### src/rtl/ecc_evt_pkg.sv
package ecc_evt_pkg;

  localparam int NUM_EVT = 4;

  // status / enable bit positions, also the software-visible layout
  localparam int EVT_RAM_COR = 0;
  localparam int EVT_FLS_COR = 1;
  localparam int EVT_RAM_UNC = 2;
  localparam int EVT_FLS_UNC = 3;

  // register offsets
  localparam int OFF_EN   = 0;
  localparam int OFF_STS  = 1;
  localparam int OFF_ADDR = 2;
  localparam int OFF_ATTR = 3;

  // strobes from control to datapath
  typedef struct packed {
    logic               load;
    logic [NUM_EVT-1:0] setMask;
    logic               fromFlash;
    logic               enWr;
    logic [NUM_EVT-1:0] clrMask;
  } ecc_strobe_t;

endpackage

### src/rtl/ecc_evt_ctrl.sv
module ecc_evt_ctrl
  import ecc_evt_pkg::*;
#(
  parameter int REG_AW = 3
) (
  input  logic [NUM_EVT-1:0] evtPulse,
  input  logic [NUM_EVT-1:0] enReg,
  input  logic               regWrEn,
  input  logic [REG_AW-1:0]  regAddr,
  input  logic [NUM_EVT-1:0] regWrData,
  output ecc_strobe_t        strobe
);

  // highest precedence first
  localparam int PRIO [NUM_EVT] = '{EVT_RAM_UNC, EVT_FLS_UNC, EVT_RAM_COR, EVT_FLS_COR};

  logic [NUM_EVT-1:0] liveEvt;
  logic [NUM_EVT-1:0] pick;
  logic               wrEnReg;
  logic               wrStsReg;

  assign liveEvt  = evtPulse & enReg;
  assign wrEnReg  = regWrEn && (regAddr == REG_AW'(OFF_EN));
  assign wrStsReg = regWrEn && (regAddr == REG_AW'(OFF_STS));

  // walk from lowest to highest precedence so the last hit wins
  always_comb begin
    pick = '0;
    for (int k = NUM_EVT - 1; k >= 0; k--) begin
      if (liveEvt[PRIO[k]]) begin
        pick          = '0;
        pick[PRIO[k]] = 1'b1;
      end
    end
  end

  always_comb begin
    strobe.load      = |liveEvt;
    strobe.setMask   = pick;
    strobe.fromFlash = pick[EVT_FLS_COR] | pick[EVT_FLS_UNC];
    strobe.enWr      = wrEnReg;
    strobe.clrMask   = wrStsReg ? regWrData : '0;
  end

endmodule

### src/rtl/ecc_evt_dpath.sv
module ecc_evt_dpath
  import ecc_evt_pkg::*;
#(
  parameter int ADDR_W = 32,
  parameter int ATTR_W = 8,
  parameter int REG_AW = 3,
  parameter int RD_W   = 32
) (
  input  logic               clk,
  input  logic               rstN,
  input  ecc_strobe_t        strobe,
  input  logic [NUM_EVT-1:0] regWrData,
  input  logic [REG_AW-1:0]  regAddr,
  input  logic [ADDR_W-1:0]  ramAddr,
  input  logic [ATTR_W-1:0]  ramAttr,
  input  logic [ADDR_W-1:0]  flashAddr,
  input  logic [ATTR_W-1:0]  flashAttr,
  output logic [NUM_EVT-1:0] enReg,
  output logic [NUM_EVT-1:0] stsReg,
  output logic [RD_W-1:0]    regRdData,
  output logic               irqSingle,
  output logic               irqRamUncorr,
  output logic               irqFlashUncorr,
  output logic               irqUncorr,
  output logic               irqAny
);

  logic [ADDR_W-1:0]  capAddr;
  logic [ATTR_W-1:0]  capAttr;
  logic [NUM_EVT-1:0] pend;

  // one flop per status flag: load of a new event beats a clear
  for (genvar i = 0; i < NUM_EVT; i++) begin : g_sts
    always_ff @(posedge clk or negedge rstN) begin
      if (!rstN)                 stsReg[i] <= 1'b0;
      else if (strobe.load)      stsReg[i] <= strobe.setMask[i];
      else if (strobe.clrMask[i]) stsReg[i] <= 1'b0;
    end
  end

  always_ff @(posedge clk or negedge rstN) begin
    if (!rstN)            enReg <= '0;
    else if (strobe.enWr) enReg <= regWrData;
  end

  always_ff @(posedge clk or negedge rstN) begin
    if (!rstN) begin
      capAddr <= '0;
      capAttr <= '0;
    end else if (strobe.load) begin
      capAddr <= strobe.fromFlash ? flashAddr : ramAddr;
      capAttr <= strobe.fromFlash ? flashAttr : ramAttr;
    end
  end

  assign pend           = stsReg & enReg;
  assign irqSingle      = pend[EVT_RAM_COR] | pend[EVT_FLS_COR];
  assign irqRamUncorr   = pend[EVT_RAM_UNC];
  assign irqFlashUncorr = pend[EVT_FLS_UNC];
  assign irqUncorr      = irqRamUncorr | irqFlashUncorr;
  assign irqAny         = |pend;

  always_comb begin
    regRdData = '0;
    case (regAddr)
      REG_AW'(OFF_EN):   regRdData = RD_W'(enReg);
      REG_AW'(OFF_STS):  regRdData = RD_W'(stsReg);
      REG_AW'(OFF_ADDR): regRdData = RD_W'(capAddr);
      REG_AW'(OFF_ATTR): regRdData = RD_W'(capAttr);
      default:           regRdData = '0;
    endcase
  end

endmodule

### src/rtl/ecc_evt_report.sv
module ecc_evt_report
  import ecc_evt_pkg::*;
#(
  parameter int ADDR_W = 32,
  parameter int ATTR_W = 8,
  parameter int REG_AW = 3,
  parameter int RD_W   = 32
) (
  input  logic               clk,
  input  logic               rstN,
  input  logic               ramCorrPulse,
  input  logic               flashCorrPulse,
  input  logic               ramUncorrPulse,
  input  logic               flashUncorrPulse,
  input  logic [ADDR_W-1:0]  ramAddr,
  input  logic [ATTR_W-1:0]  ramAttr,
  input  logic [ADDR_W-1:0]  flashAddr,
  input  logic [ATTR_W-1:0]  flashAttr,
  input  logic               regWrEn,
  input  logic [REG_AW-1:0]  regAddr,
  input  logic [NUM_EVT-1:0] regWrData,
  output logic [RD_W-1:0]    regRdData,
  output logic               irqSingle,
  output logic               irqRamUncorr,
  output logic               irqFlashUncorr,
  output logic               irqUncorr,
  output logic               irqAny
);

  logic [NUM_EVT-1:0] evtPulse;
  logic [NUM_EVT-1:0] enReg;
  logic [NUM_EVT-1:0] stsReg;
  ecc_strobe_t        strobe;

  assign evtPulse = {flashUncorrPulse, ramUncorrPulse, flashCorrPulse, ramCorrPulse};

  ecc_evt_ctrl #(.REG_AW(REG_AW)) u_ctrl (
    .evtPulse  (evtPulse),
    .enReg     (enReg),
    .regWrEn   (regWrEn),
    .regAddr   (regAddr),
    .regWrData (regWrData),
    .strobe    (strobe)
  );

  ecc_evt_dpath #(
    .ADDR_W (ADDR_W),
    .ATTR_W (ATTR_W),
    .REG_AW (REG_AW),
    .RD_W   (RD_W)
  ) u_dpath (
    .clk            (clk),
    .rstN           (rstN),
    .strobe         (strobe),
    .regWrData      (regWrData),
    .regAddr        (regAddr),
    .ramAddr        (ramAddr),
    .ramAttr        (ramAttr),
    .flashAddr      (flashAddr),
    .flashAttr      (flashAttr),
    .enReg          (enReg),
    .stsReg         (stsReg),
    .regRdData      (regRdData),
    .irqSingle      (irqSingle),
    .irqRamUncorr   (irqRamUncorr),
    .irqFlashUncorr (irqFlashUncorr),
    .irqUncorr      (irqUncorr),
    .irqAny         (irqAny)
  );

endmodule

### config.mk
export PLATFORM = sky130hd
export DESIGN_NAME = ecc_evt_report
export DESIGN_NICKNAME = d
export VERILOG_FILES = /design/src/rtl/ecc_evt_pkg.sv /design/src/rtl/ecc_evt_ctrl.sv /design/src/rtl/ecc_evt_dpath.sv /design/src/rtl/ecc_evt_report.sv
export SDC_FILE = /design/constraint.sdc
export NUM_CORES = 1
export LEC_CHECK = 0
export ABC_CLOCK_PERIOD_IN_PS = 1500
export BUFFER_PORTS_ARGS = -buffer_cell sky130_fd_sc_hd__buf_2
export CORE_MARGIN = 2
export CORE_UTILIZATION = 41
export DETAILED_ROUTE_END_ITERATION = 10
export PLACE_DENSITY = 0.87
export SLEW_MARGIN = 20
export SYNTH_ARGS = -nofsm -noshare
export SYNTH_HDL_FRONTEND = slang
export SYNTH_SLANG_ARGS = --single-unit
export TNS_END_PERCENT = 1
### constraint.sdc
create_clock -name clk -period 1.5 [get_ports clk]
set_input_delay 0.15 -clock clk [delete_from_list [all_inputs] [get_ports clk]]
set_output_delay 0.15 -clock clk [all_outputs]
set_load 0.05 [all_outputs]
==> summary.md, run 1 <==
| Metric | Value |
|---|---|
| Status | finished, violations left |
| Failing checks | setup timing |
| Clock Skews | 0.00726 ns |
| Syn avg cell area | 12.0 um^2 |
| Die Y | 83.4 um |
| Fill cell count | 503 |
| Post-synth top area share | 0.465 |
| Levels on crit path | 4 |
| # IOs | 131 |
| Post-synth EDFFs | 0 |
| Placed cells | 418 |
| Seq cells post-synth | 48 |
| DP Area | 3380 um^2 |
| CTS sink count | 48 |
| Count of non-filler cells in the finished layout | 433 |
| Multi-input logic area | 1330 um^2 |
| H-tree depth | 2 |
| YS warnings | 0 |
| Nets | 451 |
| Root Driver | clkbuf_8 |
| RD Place Congestion | 0.880 |
| Post-Route M1 WL | 2.97 mm |
| Total number of vias | 2,352 |
| Cell Area, Synth | 2580 um^2 |
| Post-Syn Instances | 215 |
| Post-synth top flop | dfrtp_1 |
| Arr. time, crit path | 1.60 ns |
| Worst Setup Slack post-DPL | -0.330 ns |
| Gr usage total | 0.221 |
| Largest net degree at the start of global routing | 49 |
| DRC Markers | 0 |
| Detail Route Antenna Nets | 0 |
| First drt pass iteration count | 4 |
| Hold_sp | flashAttr[3] |
| P_leak | 1.82 nW |
| Reg area | 1200 um^2 |
| Final Hold Viols | 0 |
| Die area | 6950 um^2 |
| Initial antenna violation count | 0 |
| Minimum clock period | 1.75 ns |
| Via density per instance | 5.43 |
| Maximum VDD drop | 0.613 mV |
| Clock Path Buffers | 2 |
| Worst Setup Slack, final | -0.246 ns |
| CP endpoint | regRdData[1] |
| Largest stage delay on the critical path | 0.46 ns |
| Area leader, netlist | dfrtp_1 |
| Seq/Total Area, Yosys | 0.465 |
| Setup Viol. Count Final | 49 |
| Highest Clock Rate | 0.573 GHz |
| Number of global-route vias before repair | 2,483 |
| Metal3 WL | 466 um |
| Gr ovfl total | 0 |
| Initial Utilization | 0.431 |
| Area grow syn2layout | 41.7% |
| CTS Buf Count | 5 |
| Top sig layer | met4 |
| Kind of critical path | reg -> out |
| RSZ-0062 raised after global routing | yes |
| First-pass GRT wire length | 12.1 mm |
| Antenna diodes | 0 |
| Core area | 5990 um^2 |
| Worst-path fanout max | 3 |
| Count of different cell masters after synthesis | 30 |
| Share of post-route cells with drive strength above 1 | 0.547 |
| Least-Margin Pin Slew | 0.622 ns |
| Period utilization | 1.16 |
| Skew-Pair Late Insertion Delay | 0.29 ns |
| Pwr dens | 1290 nW/um^2 |
| Required time worst endpoint | 1.35 ns |
| Max capacitance violation total | 0 |
| Critical-path cell list | buf_6 > mux4_2 > nor2b_4 > buf_8 |
| Rel. slew slack | 0.584 |
| Final Cell Area | 3660 um^2 |
| Max Slew Vio Count | 0 |
| Worst reg2reg startpoint | u_dpath.enReg[0] |
| Net Count, Synth | 309 |
| Pwr Total | 0.00473 W |
| Synth area leaders | dfrtp_1 (47%), a221o_1 (16%), and2_1 (12%), and2_2 (4.9%), buf_6 (3.5%) |
| CP delay by family, top | multiplexers |
| Worst path bufs/invs | 2 |
| Std cell rows | 28 |
| FF-to-FF End | u_dpath.capAddr[23] |
| IO buf count | 130 |
| Met2 WL post-DR | 3.93 mm |
| Clock-pin slew on the worst setup and hold paths | 0.09 ns |
| Reg2Reg Setup Slack | -0.07 ns |
| Slowest cell on crit path | mux4_2 |
| WL/cell | 17.5 um |
| Hold Path Class | in -> reg |
| CP endpoint kind | primary output |
| Die X | 83.4 um |
| Final Routed Wirelength | 7.58 mm |
| CTS tree | built |
| Worst setup SP type | flip-flop |
| Async S/R FF share, synth | 1.00 |
| 1st-iter DRT viols | 129 |
| Reg2reg path depth | 5 |
| Hpwl dp | 5.23 mm |
| Worst setup startpoint | u_dpath.enReg[1] |
==> power by group <==
part | internal [W] | switching (W)
sequential | 0.00169 | 0.000266
clock | 0.000377 | 0.000408
combinational | 0.000959 | 0.00104
==> stage by stage <==
stage	setup TNS, ns	hold WS [ns]	util
after floorplan	-0.0271	-0.146	-
after global placement	-9.24	0.147	0.564
after detailed placement	-12.20	0.162	0.564
after CTS	-3.31	0.0691	0.604
after global routing	-5.81	0.0691	0.611
final	-2.84	0.0751	0.611
==> layout make-up <==
type / instances / share of cell area
clock buffer: 8 / 0.0246
timing repair buffer: 149 / 0.259
tap: 75 / 0.0256
sequential: 48 / 0.329
multi-input combinational: 153 / 0.362
==> worst reg2reg max path, stage by stage (launching register included) <==
cell and delay [ns]:
dfrtp_1 0.39, buf_6 0.12, nand2_4 0.08, a31oi_4 0.12, a21oi_4 0.52, a221o_1 0.28
==> synth_stat cells, types with 3 or more instances <==
| master | instances |
|---|---|
| buf_6 | 8 |
| nand2_1 | 6 |
| dfrtp_1 | 48 |
| mux2i_1 | 4 |
| mux2_2 | 4 |
| and2_1 | 49 |
| and2_2 | 17 |
| nor2b_1 | 4 |
| clkbuf_1 | 5 |
| a32o_1 | 3 |
| a221o_1 | 40 |
| nor2_1 | 7 |
==> kinds of logic (layout without fill, tap and decap cells) <==
kind of cell | count (synthesis) | count (layout) | synth area share
AND/OR/NAND/NOR | 91 | 91 | 0.229
buffers and inverters | 15 | 157 | 0.0470
flip-flops | 48 | 48 | 0.465
AO/OA/AOI/OAI | 49 | 50 | 0.188
multiplexers | 12 | 12 | 0.0707
==> metal layers <==
metal / track usage / vias up
li1: - / 1087
met1: 0.264 / 1145
met2: 0.389 / 104
met3: 0.0447 / 16
met4: 0.0820 / 0
met5: 0 / -
==> state kept, by name, indices dropped and copies added (netlist names) <==
name / count
u_dpath.capAddr: 32
u_dpath.stsReg: 4
u_dpath.enReg: 4
u_dpath.capAttr: 8
==> cells in the final DEF, fill, tap and decap left out, drive strengths merged <==
cell type      n
buf          135
and2          67
dfrtp         48
a221o         40
clkbuf        21
nor2           7
nand2          7
mux4           4
mux2i          4
mux2           4
nor2b          4
a21oi          3
a32o           3
nand2b         1
or2            1
a22o           1
or3            1
a31oi          1
nand3          1
o21ai          1
nor4b          1
and4bb         1
a22oi          1
dlygate4sd3    1
==> how the worst min path moves through the flow <==
stage / end / slack, ns / depth (start not counted)
2_1_floorplan: u_dpath.capAddr[0] / -0.15 / 0
3_3_place_gp: u_dpath.enReg[3] / 0.15 / 2
3_5_place_dp: u_dpath.stsReg[3] / 0.16 / 2
4_1_cts: u_dpath.capAddr[2] / 0.07 / 2
5_1_grt: u_dpath.capAddr[7] / 0.07 / 2
6_report: u_dpath.capAttr[3] / 0.08 / 2
==> timing repair <==
item                                    in CTS  in global routing
cloned                                       1                  0
endpoints found under the setup margin      46                 62
hold buffers                                 1                  0
setup buffers                                4                  1
gates resized for setup                     30                 14
pin swaps                                   15                 13
endpoints found under the hold margin       48                  0
Power figures use the tool's default switching activity.
==> run 2: changes to the inputs <==
--- a/config.mk
+++ b/config.mk
@@ -7,12 +7,13 @@
 export LEC_CHECK = 0
 export ABC_CLOCK_PERIOD_IN_PS = 1500
 export BUFFER_PORTS_ARGS = -buffer_cell sky130_fd_sc_hd__buf_2
+export CORE_ASPECT_RATIO = 0.8
 export CORE_MARGIN = 2
 export CORE_UTILIZATION = 41
 export DETAILED_ROUTE_END_ITERATION = 10
+export GPL_ROUTABILITY_DRIVEN = 0
 export PLACE_DENSITY = 0.87
 export SLEW_MARGIN = 20
 export SYNTH_ARGS = -nofsm -noshare
 export SYNTH_HDL_FRONTEND = slang
 export SYNTH_SLANG_ARGS = --single-unit
-export TNS_END_PERCENT = 1
==> run 2 against run 1 <==
Effect of this change: the flow still finishes with violations (setup timing); first-iteration DRC count up 38%; cell count increased by 7.2%; critical path depth unchanged; sequential share of layout area decreased by 4.6 points; clock skew increased by 0.0023 ns; via count grew 12%; die area hardly changed; wire length is 24% higher; critical path type unchanged; critical endpoint unchanged; largest cell class unchanged; largest power group unchanged.
==> summary.md, run 2 (synthesis results as in run 1) <==
| Metric | Value |
|---|---|
| Fill cell count | 429 (-15%) |
| Hold_sp | flashAddr[1] |
| Root Driver | clkbuf_8 |
| Core area | 6010 um^2 (+0.25%) |
| IO buf count | 130 (unchanged) |
| Share of post-route cells with drive strength above 1 | 0.642 (+0.0948) |
| Arr. time, crit path | 1.62 ns (+0.02 ns) |
| # IOs | 131 (unchanged) |
| Kind of critical path | reg -> out |
| P_leak | 2.11 nW (+16%) |
| Highest Clock Rate | 0.565 GHz (-1.4%) |
| Rel. slew slack | 0.706 (+0.121) |
| DRC Markers | 0 (unchanged) |
| Final Routed Wirelength | 9.41 mm (+24%) |
| Count of non-filler cells in the finished layout | 464 (+7.2%) |
| Die area | 6950 um^2 (about the same) |
| Worst reg2reg startpoint | u_dpath.enReg[0] |
| Max capacitance violation total | 0 (unchanged) |
| Via density per instance | 5.65 (+4.1%) |
| Top flop regs | u_dpath.capAddr x32, u_dpath.capAttr x8 |
| 1st-iter DRT viols | 178 (+38%) |
| Minimum clock period | 1.77 ns (+0.0244 ns) |
| First drt pass iteration count | 6 (+2) |
| Number of global-route vias before repair | 2,591 (+4.3%) |
| Max reg flops | 32 (unchanged) |
| Maximum VDD drop | 0.715 mV (+17%) |
| Most frequent cells in the layout | buf_2 (122), dfrtp_1 (47), a221o_1 (40) |
| Detail Route Antenna Nets | 0 (unchanged) |
| WL/cell | 20.3 um (+16%) |
| Setup Viol. Count Final | 49 (unchanged) |
| Placed cells | 425 (+1.7%) |
| Gr ovfl total | 0 (unchanged) |
| Multi-input logic area | 1470 um^2 (+10%) |
| Clock Path Buffers | 2 (unchanged) |
| Worst setup startpoint | u_dpath.enReg[1] |
| Die Y | 75.0 um (-10%) |
| RSZ-0062 raised after global routing | yes |
| H-tree depth | 2 (unchanged) |
| CTS Buf Count | 5 (unchanged) |
| Worst Setup Slack, final | -0.270 ns (-0.0244 ns) |
| Skew-Pair Late Insertion Delay | 0.30 ns (about the same) |
| Biggest register | u_dpath.capAddr |
| CTS tree | built |
| Largest net degree at the start of global routing | 49 (unchanged) |
| Least-Margin Pin Slew | 0.440 ns (-0.182 ns) |
| Antenna diodes | 0 (unchanged) |
| Period utilization | 1.18 (+0.0163) |
| Max Slew Vio Count | 0 (unchanged) |
| Initial antenna violation count | 0 (unchanged) |
| Die X | 92.7 um (+11%) |
| Area grow syn2layout | 64.6% |
| DP Area | 3410 um^2 (+0.96%) |
| Hold Path Class | in -> reg |
| Reg area | 1200 um^2 (unchanged) |
| CP endpoint kind | primary output |
| Worst-path fanout max | 3 (unchanged) |
| Final Hold Viols | 0 (unchanged) |
| Nets | 476 (+5.5%) |
| Final Cell Area | 4250 um^2 (+16%) |
| Std cell rows | 25 (-11%) |
| Pwr dens | 1350 nW/um^2 (+4.1%) |
| First-pass GRT wire length | 13.5 mm (+11%) |
| Gr usage total | 0.260 (+0.0391) |
| CTS sink count | 48 (unchanged) |
| Clock-pin slew on the worst setup and hold paths | 0.09 ns (about the same) |
| Hpwl dp | 5.31 mm (+1.5%) |
| Required time worst endpoint | 1.35 ns (about the same) |
| Total number of vias | 2,623 (+12%) |
| Worst Setup Slack post-DPL | -0.285 ns (+0.0453 ns) |
| Clock Skews | 0.00959 ns (+0.00233 ns) |
| Failing checks | setup timing |
| Worst setup SP type | flip-flop |
| Commonest non-fill, non-tap cell in the layout | buf_2 |
| Initial Utilization | 0.430 (-0.00108) |
| Post-layout util | 0.708 (+0.0968) |
| Status | finished, violations left |
## run 2: changes by cell type in the layout (fill, tap and decap cells not counted), moves of 5 or more
cell      change
and2_1       -22
and2_2       -10
and2_4       +32
buf_12        +7
buf_16        +5
buf_2        +11
buf_6         +5
clkbuf_4     -12
## run 2: critical path: stages (launching register included)
cell and delay [ns]:
dfrtp_1 0.40, buf_6 0.13, mux4_2 0.48, nor2b_4 0.16
buf_6 0.16
## run 2: path summary, 6_finish.rpt
| check | slack [ns] | cells after the start | endpoint |
|---|---|---|---|
| hold / removal | 0.08 | 2 | u_dpath.capAddr[1] |
| hold reg to reg | 0.51 | 1 | u_dpath.capAddr[20] |
| min in group asynchronous | 0.35 | 3 | u_dpath.enReg[1] |
| max in group asynchronous | 0.91 | 3 | u_dpath.enReg[2] |
| setup reg to reg | -0.17 | 9 | u_dpath.capAddr[27] |
| setup / recovery | -0.27 | 4 | regRdData[1] |
## run 2: layout make-up
| class | count | share of cell area |
|---|---|---|
| repair buffers | 172 | 0.323 |
| well taps | 81 | 0.0238 |
| flip-flops and latches | 48 | 0.283 |
| clock buffers | 6 | 0.0171 |
| clock inverters | 2 | 0.00824 |
| multi-input cells | 155 | 0.345 |
## run 2: stage by stage
step,power [W],hold WS (ns),TNS [ns]
final,0.00573,0.0755,-7.06
after global routing,0.00597,0.0672,-8.90
after CTS,0.00537,0.0715,-7.04
after detailed placement,0.00378,0.155,-10.22
after global placement,0.00370,0.152,-8.95
after floorplan,0.00318,-0.146,0
## run 2: power by group
part,switching (W),internal (W)
combinational,0.00131,0.00152
clock,0.000426,0.000495
sequential,0.000283,0.00169
total,0.00202,0.00371
## run 2: timing repair
item | 4_1_cts | 5_1_grt
pin swaps | 2 | 30
buffers inserted | 11 | 7
cloned | 9 | 4
resized for setup | 46 | 42
endpoints found under the setup margin | 46 | 63
endpoints found under the hold margin | 48 | 0
hold buffers | 1 | 0
## run 2: per-layer routing
metal | wire [um] | global-route usage | share of wire | vias up
met5 | 0 | 0 | 0 | -
met4 | 205 | 0.0833 | 0.022 | 0
met2 | 4580 | 0.444 | 0.49 | 159
met1 | 3760 | 0.326 | 0.40 | 1286
met3 | 858 | 0.0741 | 0.091 | 27
li1 | - | - | - | 1151
